==> src/rtl/nco_phase_pkg.sv <==
package nco_phase_pkg;

    localparam int LANES_DEF   = 3;
    localparam int PHASE_W_DEF = 32;

    typedef enum logic {
        UPD_CONTINUOUS = 1'b0,
        UPD_ABSOLUTE   = 1'b1
    } upd_mode_e;

    typedef enum logic [1:0] {
        ACC_RUN   = 2'd0,
        ACC_ZERO  = 2'd1
    } acc_action_e;

    // Choose what the accumulator does at the coming edge.
    function automatic acc_action_e pick_action(input logic ofs_write,
                                                input upd_mode_e mode);
        if (ofs_write && (mode == UPD_ABSOLUTE))
            return ACC_ZERO;
        return ACC_RUN;
    endfunction

endpackage

==> src/rtl/nco_mode_reg.sv <==
module nco_mode_reg
    import nco_phase_pkg::*;
#(
    parameter int NUM_LANES = LANES_DEF
) (
    input  logic                 clk,
    input  logic                 rst,
    input  logic                 load,
    input  logic [NUM_LANES-1:0] bits_in,
    output logic [NUM_LANES-1:0] mode_q
);

    always_ff @(posedge clk) begin
        if (rst)
            mode_q <= '1;
        else if (load)
            mode_q <= bits_in;
    end

endmodule

==> src/rtl/nco_phase_lane.sv <==
module nco_phase_lane
    import nco_phase_pkg::*;
#(
    parameter int PHASE_W = PHASE_W_DEF
) (
    input  logic               clk,
    input  logic               rst,
    input  logic               freq_we,
    input  logic [PHASE_W-1:0] freq_word,
    input  logic               ofs_we,
    input  logic [PHASE_W-1:0] ofs_word,
    input  upd_mode_e          mode,
    output logic [PHASE_W-1:0] phase,
    output logic [PHASE_W-1:0] acc_o,
    output logic [PHASE_W-1:0] ofs_o,
    output logic [PHASE_W-1:0] frq_o
);

    typedef struct packed {
        logic [PHASE_W-1:0] acc;
        logic [PHASE_W-1:0] ofs;
        logic [PHASE_W-1:0] frq;
    } lane_state_t;

    lane_state_t st_q, st_d;
    acc_action_e act;

    always_comb begin
        act  = pick_action(ofs_we, mode);
        st_d = st_q;
        unique case (act)
            ACC_ZERO: st_d.acc = '0;
            default:  st_d.acc = st_q.acc + st_q.frq;
        endcase
        if (ofs_we)
            st_d.ofs = ofs_word;
        if (freq_we)
            st_d.frq = freq_word;
    end

    always_ff @(posedge clk) begin
        if (rst)
            st_q <= '0;
        else
            st_q <= st_d;
    end

    assign phase = st_q.acc + st_q.ofs;
    assign acc_o = st_q.acc;
    assign ofs_o = st_q.ofs;
    assign frq_o = st_q.frq;

endmodule

==> src/rtl/nco_phase_core.sv <==
module nco_phase_core
    import nco_phase_pkg::*;
#(
    parameter int NUM_LANES = LANES_DEF,
    parameter int PHASE_W   = PHASE_W_DEF
) (
    input  logic                           clk,
    input  logic                           rst,
    input  logic [NUM_LANES-1:0]           freq_we,
    input  logic [NUM_LANES*PHASE_W-1:0]   freq_word,
    input  logic [NUM_LANES-1:0]           ofs_we,
    input  logic [NUM_LANES*PHASE_W-1:0]   ofs_word,
    input  logic                           mode_we,
    input  logic [NUM_LANES-1:0]           mode_bits,
    output logic [NUM_LANES*PHASE_W-1:0]   phase_out
);

    localparam int BUS_W = NUM_LANES * PHASE_W;

    logic [NUM_LANES-1:0] mode_q;
    logic [BUS_W-1:0]     lane_acc;
    logic [BUS_W-1:0]     lane_ofs;
    logic [BUS_W-1:0]     lane_frq;

    nco_mode_reg #(.NUM_LANES(NUM_LANES)) u_mode (
        .clk     (clk),
        .rst     (rst),
        .load    (mode_we),
        .bits_in (mode_bits),
        .mode_q  (mode_q)
    );

    for (genvar i = 0; i < NUM_LANES; i++) begin : g_lane
        nco_phase_lane #(.PHASE_W(PHASE_W)) u_lane (
            .clk       (clk),
            .rst       (rst),
            .freq_we   (freq_we[i]),
            .freq_word (freq_word[i*PHASE_W +: PHASE_W]),
            .ofs_we    (ofs_we[i]),
            .ofs_word  (ofs_word[i*PHASE_W +: PHASE_W]),
            .mode      (upd_mode_e'(mode_q[i])),
            .phase     (phase_out[i*PHASE_W +: PHASE_W]),
            .acc_o     (lane_acc[i*PHASE_W +: PHASE_W]),
            .ofs_o     (lane_ofs[i*PHASE_W +: PHASE_W]),
            .frq_o     (lane_frq[i*PHASE_W +: PHASE_W])
        );
    end

endmodule

==> config.mk <==
export PLATFORM = sky130hd
export DESIGN_NAME = nco_phase_core
export DESIGN_NICKNAME = d
export VERILOG_FILES = /design/src/rtl/nco_phase_pkg.sv /design/src/rtl/nco_mode_reg.sv /design/src/rtl/nco_phase_lane.sv /design/src/rtl/nco_phase_core.sv
export SDC_FILE = /design/constraint.sdc
export NUM_CORES = 1
export LEC_CHECK = 0
export BUFFER_PORTS_ARGS = -buffer_cell sky130_fd_sc_hd__buf_2
export CAP_MARGIN = 20
export CORE_UTILIZATION = 53
export DETAILED_ROUTE_END_ITERATION = 8
export PLACE_DENSITY = 0.85
export SLEW_MARGIN = 10
export SYNTH_ARGS = -nofsm -noshare
export SYNTH_HDL_FRONTEND = slang
export SYNTH_HIERARCHICAL = 1
export SYNTH_SLANG_ARGS = --single-unit
==> constraint.sdc <==
create_clock -name clk -period 2.8 [get_ports clk]
set_clock_uncertainty 0.2 [all_clocks]
set_input_delay 0.28 -clock clk [delete_from_list [all_inputs] [get_ports clk]]
set_output_delay 0.28 -clock clk [all_outputs]
set_load 0.01 [all_outputs]
**Word-level counts from Yosys, hierarchy flattened**

Cells that the tools add are included.

- Register bits after elaboration: 291
- Bits in latches: 0
- RAM bits: 0
- ROM bits: 0
- Input bits: 204
- Output and inout bits: 96
- Logic and storage cells: 34
- Memories kept: 0

- $add $sub $neg: 6
- Multipliers: 0
- Divide/modulo/power cells: 0
- $lt $le $gt $ge: 0
- Equality and inequality tests: 3
- Shift-type cells: 0
- Muxes and demuxes: 9
- Bitwise logic cells: 0
- Reduce and logical (&&, ||, !) cells: 6

Operators by type and width:

| operator | count |
|---|---|
| adder 32 bit | 6 |
| two-way mux 2 bit | 6 |
| == test 2 x 1 -> 1 bit (second input constant) | 3 |
| OR reduction 2 bit | 3 |
| logical AND 1 bit | 3 |
| two-way mux 1 bit | 3 |

**Logic depth before layout (Yosys ltp)**

Gate-level depths: netlist of run 1.

- Depth after elaboration: 5
- Mapped depth: 9
- Gate-level depth less buffers: 9

**Cells and area by module**

The synthesis of run 1 kept the hierarchy.

By module, submodules not included:

| module | instances | cells each | area an instance (µm²) | seq. area each (µm²) |
|---|---|---|---|---|
| nco_phase_lane (g_lane[2].u_lane) | 1 | 800 | 6676.4 | 1921.8 |
| nco_phase_lane (g_lane[1].u_lane) | 1 | 766 | 6555.0 | 1921.8 |
| nco_phase_lane (g_lane[0].u_lane) | 1 | 776 | 6546.3 | 1921.8 |
| nco_mode_reg | 1 | 9 | 105.1 | 60.1 |

**Least setup slack after synthesis of run 1**

Ideal clock, no wire load.

- Path kind: register -> output
- Start: register g_lane[2].u_lane.st_q (netlist bit g_lane[2].u_lane/acc_o[0])
- End: output port phase_out[94]
- Arrival time: 2.456 ns
- Data required time: 2.320 ns
- Slack: -0.136 ns
- Stages on the path, launching flop included: 10
- Path buffers: 0
- Path through: dfxtp_1 > ha_1 > fa_1 > a21o_1 > nand4_1 > a211oi_1 > o31a_1 > a41oi_2 > or4b_1 > o311ai_1

- Longest elaborated chain between the ends: 1

RTL lines:

| what | line | source |
|---|---|---|
| start: declaration | nco_phase_lane.sv:25 | `lane_state_t st_q, st_d;` |
| start signal: assignment | nco_phase_lane.sv:45 | `st_q <= st_d;` |
| adder 32 bit | nco_phase_lane.sv:48 | `assign phase = st_q.acc + st_q.ofs;` |
| end: declaration | nco_phase_core.sv:15 | `output logic [NUM_LANES*PHASE_W-1:0] phase_out` |

Every way passes these cells.

**Worst setup path after layout of run 1**

- Start: register g_lane[2].u_lane.st_q (netlist bit g_lane[2].u_lane/acc_o[15])
- End: output port phase_out[94]

The elaborated chain is that of the path after synthesis.

==> metrics, run 1 <==
Synth top area share=between 20 and 30%; clock latency at the later pin of the worst-skew pair=approximately 0.55 ns; Std-Cell Rows=70; hold slack=0.00122 ns; TritonCTS clock tree=done; HPWL Detailed=between 40,000 and 50,000 um; final hold vios=0; Slew headroom=between 40% and 50%; Yosys top cell by area=dfxtp_1; remaining global-route overflow=0; mean routed wirelength per cell=around 24 um; die span in y=196 um; Layout area overhead=45.4%; PwrDens=~460 nW/um^2; Seq/Total Area, Yosys=29.3%; Yosys warnings=6; vias per cell=~6.4; post-route setup slack=-1.01 ns; maximum clock rate=approximately 260 MHz; Total GRT Usage=between 30% and 40%; Clock transition at path regs=roughly 0.06 ns; Critical Path Fanout Max=4; syn avg cell area=between 8 and 9 sq um; MaxCap Viol Count=0; drt pass-1 iters=7; Core ar.=36,800 sq um; layout cell share with drive strength beyond 1=between 20% and 30%; first-pass GRT wire length=between 100,000 and 150,000 um; maximum number of pins on one net before global-route repair=85; RD Place Congestion=0.958; Netlist cell types=a little under 100; violated checks=setup timing; CP peak stage delay=between 0.5 and 0.6 ns; die area=about 38,000 sq um; Placement Cell Area=between 20,000 and 25,000 sq um; WHS Path Cells=2; critical path launch point type=flip-flop; Max Buffers Root-to-Sink=3; H-tree depth=2; number of DRC markers in iteration 0=roughly 2,600; critical path class=reg2out; # IOs=300; asr flop ratio synth=0%; Final Instance Area=about 29,000 sq um; RSZ-0062 raised after global routing=true; TritonCTS Buffers=35; clock sink count=291; max-slew violations=0; Final #Nets=3,442; Period minus WS final=about 3.8 ns; total wire length=around 84,000 um; worst slack, placed=-0.296 ns; flops & latches, synth=just under 300; synthesized instance count=about 2,400; Post-synth EDFFs=0; Crit-path slowest cell=or4b_4; CP arrival=approximately 3.3 ns; vias in the first global route=22,100; die width=196 um; top_reg_cell synth=dfxtp_1; Worst path most repeated cell=a21oi_1; most frequent cell after synthesis=nor2_1; Synth top cells by count=nor2_1 (343), dfxtp_1 (291), mux2i_1 (202); CP endpoint kind=output pin; Post-Syn Area=19,900 sq um; Slew @ Worst Pin=between 0.7 and 0.8 ns; PortBufs=approximately 300; Worst R2R Path Depth=14; status=finished, violations left; synth top area cells=dfxtp_1 (29%), ha_1 (12%), mux2i_1 (10%); LEAKAGE=~14 nW; initial antenna violation count=9; Hold WC Path Type=in2reg; syn_nets=roughly 2,700; # setup viols final=85; Peak VDD IR=between 600 and 700 uV; Initial Utilization=a little over half; Clock Tree Root=clkbuf_16; Final Cycle Share=136%; Routed Antenna Nets=0; crit-path cells=ha_1, a21oi_1, o21bai_4, a21oi_1, o21ai_0, a41oi_2, or4b_4, o311ai_4, buf_2; via count=roughly 23,000; WP data required=around 2.3 ns; DRC viols=0
==> what timing repair did <==
item | 4_1_cts | 5_1_grt
resized for setup | 225 | 190
buffers inserted | 47 | 48
endpoints found under the hold margin | 195 | 0
hold buffers | 239 | 0
endpoints found under the setup margin | 86 | 114
pin swaps | 110 | 136
==> cell usage in the layout (no fill, tap or decap), drive strengths merged, types with 26 or more instances in the layout <==
master,instances
a21oi,205
nor2,343
nand3,53
xnor2,80
ha,186
dfxtp,291
mux2i,202
inv,37
nand4,35
xor2,63
o211ai,26
dlygate4sd3,239
o21ai,118
clkbuf,52
a21o,79
nand2,148
o21a,28
nor3,38
buf,527
a211oi,41
==> state kept, by name, summed over array words and instances (netlist names) <==
signal               flops
u_mode/mode_q            3
g_lane.u_lane/acc_o     96
g_lane.u_lane/frq_o     96
g_lane.u_lane/ofs_o     96
==> critical path: cells and delay by family, from the launching register on <==
family,cells,cell delay (ns)
fa+ha+maj,1,0.32
buf+inv,1,0.17
flops,1,0.43
simple gates,1,0.51
compound gates,6,1.37
==> per-layer routing <==
metal  vias to the layer above  track usage [%]  routed length [um]
met5                         -            0.639                  85
met4                        10             20.8                7190
met3                       622             8.27                8610
met2                      1648             65.8               38500
met1                     10600             43.8               30000
li1                       9952                -                   -
==> where the power goes <==
group          switching, mW  internal, mW
Sequential             0.257          4.40
Clock                   1.96          2.98
Combinational           1.95          1.61
==> area by class of cell <==
cell class | instances | area (sq um)
multi-input combinational | 1914 | 15200
fill | 2149 | 7870
sequential | 291 | 5890
timing repair buffer | 766 | 5810
clock buffer | 52 | 1050
tap | 468 | 586
clock inverter | 11 | 168
inverter | 38 | 149
antenna | 7 | 17.5
==> logic make-up (layout without fill, tap and decap cells) <==
| group | count (synthesis) | after routing | share of synthesized area [%] |
|---|---|---|---|
| and+or+nand+nor | 747 | 747 | 17.4 |
| AOI/OAI and AO/OA | 628 | 628 | 21.5 |
| DFF | 291 | 291 | 29.3 |
| muxes | 204 | 204 | 10.3 |
| adders and majority gates | 192 | 192 | 12.3 |
| buffers and inverters | 146 | 867 | 2.93 |
| xor gates and xnor gates | 143 | 143 | 6.30 |
| other | 0 | 7 | 0 |
==> per-stage QoR <==
stage / power (mW) / setup TNS [ns] / instances / utilization (%)
global placement: 7.28 / -2.49 / 3175 / 62.1
CTS: 12.6 / -28.61 / 3509 / 75.5
detailed placement: 7.37 / -4.74 / 3175 / 62.1
finish: 13.2 / -44.92 / 3547 / 78.6
global route: 13.6 / -49.77 / 3543 / 78.6
floorplan: 6.38 / -0.0223 / 2351 / -
==> final timing paths <==
check                              from                    endpoint  slack [ns]
min reg2reg  g_lane[1].u_lane/frq_o[30]  g_lane[1].u_lane/frq_o[30]        0.31
min                                 rst  g_lane[0].u_lane/frq_o[17]       0.001
max          g_lane[2].u_lane/acc_o[15]               phase_out[94]       -1.01
max reg2reg   g_lane[0].u_lane/acc_o[0]  g_lane[0].u_lane/acc_o[16]       -0.11
No activity file was read; power rests on OpenSTA's default activity.
==> inputs of run 2 (changes only) <==
--- a/config.mk
+++ b/config.mk
@@ -10,6 +10,7 @@
 export CORE_UTILIZATION = 53
 export DETAILED_ROUTE_END_ITERATION = 8
 export PLACE_DENSITY = 0.85
+export SETUP_SLACK_MARGIN = 0.3
 export SLEW_MARGIN = 10
 export SYNTH_ARGS = -nofsm -noshare
 export SYNTH_HDL_FRONTEND = slang
==> run 2 against run 1 <==
Effect of this change: the run still ends with setup timing left; flip-flop and latch count stayed put; clock power increased by 0.8%; non-clock buffer count increased by 14; critical path depth rose by 2; combinational power about the same; register-to-register slack worse by 0.05 ns; largest cell class unchanged; highest routed layer unchanged.
==> metrics, run 2 (synthesis gave the netlist of run 1 again) <==
remaining global-route overflow=0 (unchanged); # setup viols final=97 (was 85); Slew @ Worst Pin=0.950 ns (was 0.796 ns); drt pass-1 iters=6 (was 7); maximum number of pins on one net before global-route repair=79 (was 85); total wire length=85,300 um (was 84,400 um); vias per cell=6.48 (was 6.43); R2R Setup Slk=-0.16 ns (was -0.11 ns); via count=23,100 (was 22,800); vias in the first global route=22,400 (was 22,100); Period minus WS final=3.70 ns (was 3.81 ns); first-pass GRT wire length=116,000 um (was 117,000 um); launching point of the worst reg2reg path=g_lane[1].u_lane/acc_o[0] (was g_lane[0].u_lane/acc_o[0]); area of the multi-input gates=15,900 sq um (was 15,200 sq um); die width=196 um (unchanged); crit-path cells=ha_4, fa_2, a21oi_2, o211ai_1, a211oi_2, buf_4, o21ai_4, nand3_4, o41ai_4, xor2_1, buf_2 (was ha_1, a21oi_1, o21bai_4, a21oi_1, o21ai_0, a41oi_2, or4b_4, o311ai_4, buf_2); hold slack=0.0248 ns (was 0.00122 ns); Peak VDD IR=623 uV (was 637 uV); WP buf/inv=2 (was 1); clock latency at the later pin of the worst-skew pair=0.56 ns (was 0.55 ns); Clock transition at path regs=0.06 ns (about the same); Pwr Total=13.2 mW (about the same); CP arrival=3.22 ns (was 3.33 ns); final hold vios=0 (unchanged); die span in y=196 um (unchanged); critical path class=reg2out (unchanged); violated checks=setup timing (unchanged); TritonCTS clock tree=done (unchanged); LEAKAGE=13.9 nW (was 13.6 nW); WP data required=2.32 ns (about the same); DRC viols=0 (unchanged); post-route setup slack=-0.904 ns (was -1.01 ns); most common cell after layout, fill and taps aside=nor2_1 (unchanged); sequential standard cell area=5890 sq um (about the same); PortBufs=299 (unchanged); Total GRT Usage=37.8% (was 38.1%); RD Place Congestion=0.971 (was 0.958); Initial Utilization=54.1% (unchanged); Crit-path slowest cell=dfxtp_4 (was or4b_4); filler cell count=2,004 (was 2,149); PwrDens=445 nW/um^2 (was 455 nW/um^2); layout cell share with drive strength beyond 1=33.7% (was 29.9%); Max Buffers Root-to-Sink=3 (unchanged); clock sink count=291 (unchanged); Std-Cell Rows=70 (unchanged); Hold WC Path Type=in2reg (unchanged); Critical Path Start=g_lane[0].u_lane/acc_o[0] (was g_lane[2].u_lane/acc_o[15]); status=finished, violations left (unchanged); Critical Path Fanout Max=3 (was 4); Final Cycle Share=132% (was 136%); maximum clock rate=270 MHz (was 262 MHz); MaxCap Viol Count=0 (unchanged); Final #Nets=3,456 (was 3,442); hold_sp=ofs_we[1] (was rst); RSZ-0062 raised after global routing=true (unchanged); Clock Tree Root=clkbuf_16 (unchanged); HPWL Detailed=45,800 um (was 46,000 um); die area=38,300 sq um (unchanged); # IOs=300 (unchanged); commonest non-fill, non-tap cells in the layout=nor2_1 (336), buf_2 (296), dfxtp_1 (250), dlygate4sd3_1 (227), mux2i_1 (202) (was nor2_1 (335), buf_2 (295), dfxtp_1 (251), dlygate4sd3_1 (239), mux2i_1 (202)); Core ar.=36,800 sq um (unchanged); mean routed wirelength per cell=23.9 um (was 23.8 um); TritonCTS Buffers=35 (unchanged); initial antenna violation count=8 (was 9); critical path launch point type=flip-flop (unchanged); CP endpoint kind=output pin (unchanged); Layout area overhead=49.5% (was 45.4%); number of DRC markers in iteration 0=2,331 (was 2,613); CP peak stage delay=0.37 ns (was 0.51 ns); max-slew violations=0 (unchanged); Slew headroom=36.7% (was 47.0%); H-tree depth=2 (unchanged); CP delay by family, top=compound AO/OA/AOI/OAI gates (unchanged); Routed Antenna Nets=0 (unchanged)
-- run 2: area by class of cell --
type / count / area share (%)
clock inverters: 20 / 0.762
clock buffers: 43 / 3.36
diodes: 6 / 0.0505
flip-flops and latches: 291 / 19.8
well taps: 468 / 1.97
inverters: 38 / 0.488
multi-input cells: 1914 / 53.5
repair buffers: 780 / 20.1
-- run 2: what timing repair did --
item,CTS,global route
endpoints found under the setup margin,130,146
endpoints found under the hold margin,195,0
buffers inserted,69,48
hold buffers,227,0
resized for setup,268,242
pin swaps,190,181
-- run 2: worst paths after layout --
kind	to	cells after the start
worst min register to register	g_lane[0].u_lane/ofs_o[29]	2
worst max register to register	g_lane[1].u_lane/acc_o[26]	11
worst min-delay path	g_lane[1].u_lane/acc_o[30]	5
worst max-delay path	phase_out[28]	11
-- run 2: through the flow --
| step | worst slack (ns) | utilization (%) | std cells | setup TNS [ns] | cell area [sq um] |
|---|---|---|---|---|---|
| detailed placement | -0.181 | 62.2 | 3147 | -0.720 | 22900 |
| CTS | -0.742 | 76.6 | 3506 | -28.82 | 28200 |
| global route | -1.04 | 80.8 | 3556 | -53.45 | 29700 |
| floorplan | -0.0208 | - | 2351 | -0.0208 | 20200 |
| finish | -0.904 | 80.8 | 3560 | -46.44 | 29700 |
| global placement | -0.140 | 62.2 | 3147 | -0.371 | 22900 |
-- run 2: per-layer routing --
metal / part of all wire [%] / vias to the layer above / global-route usage (%)
met1: 35 / 10800 / 42.1
li1: - / 9971 / -
met2: 47 / 1668 / 65.8
met5: 0.035 / - / 0
met4: 8.7 / 4 / 25.0
met3: 9.1 / 635 / 7.46
-- run 2: report_power, final --
group	switching, mW	internal [mW]
Combinational	1.97	1.62
Sequential	0.251	4.40
Clock	2.05	2.93
Total	4.27	8.95
-- run 2: worst register-to-register path, stage by stage (launching register included) --
cell and delay [ns]:
dfxtp_2 0.34, buf_6 0.11, buf_6 0.10, ha_4 0.16, fa_2 0.38, a211oi_4 0.31, o21ai_2 0.14, o21ai_2 0.32
a21oi_4 0.17, a31oi_4 0.22, mux2i_1 0.11, a311o_1 0.28
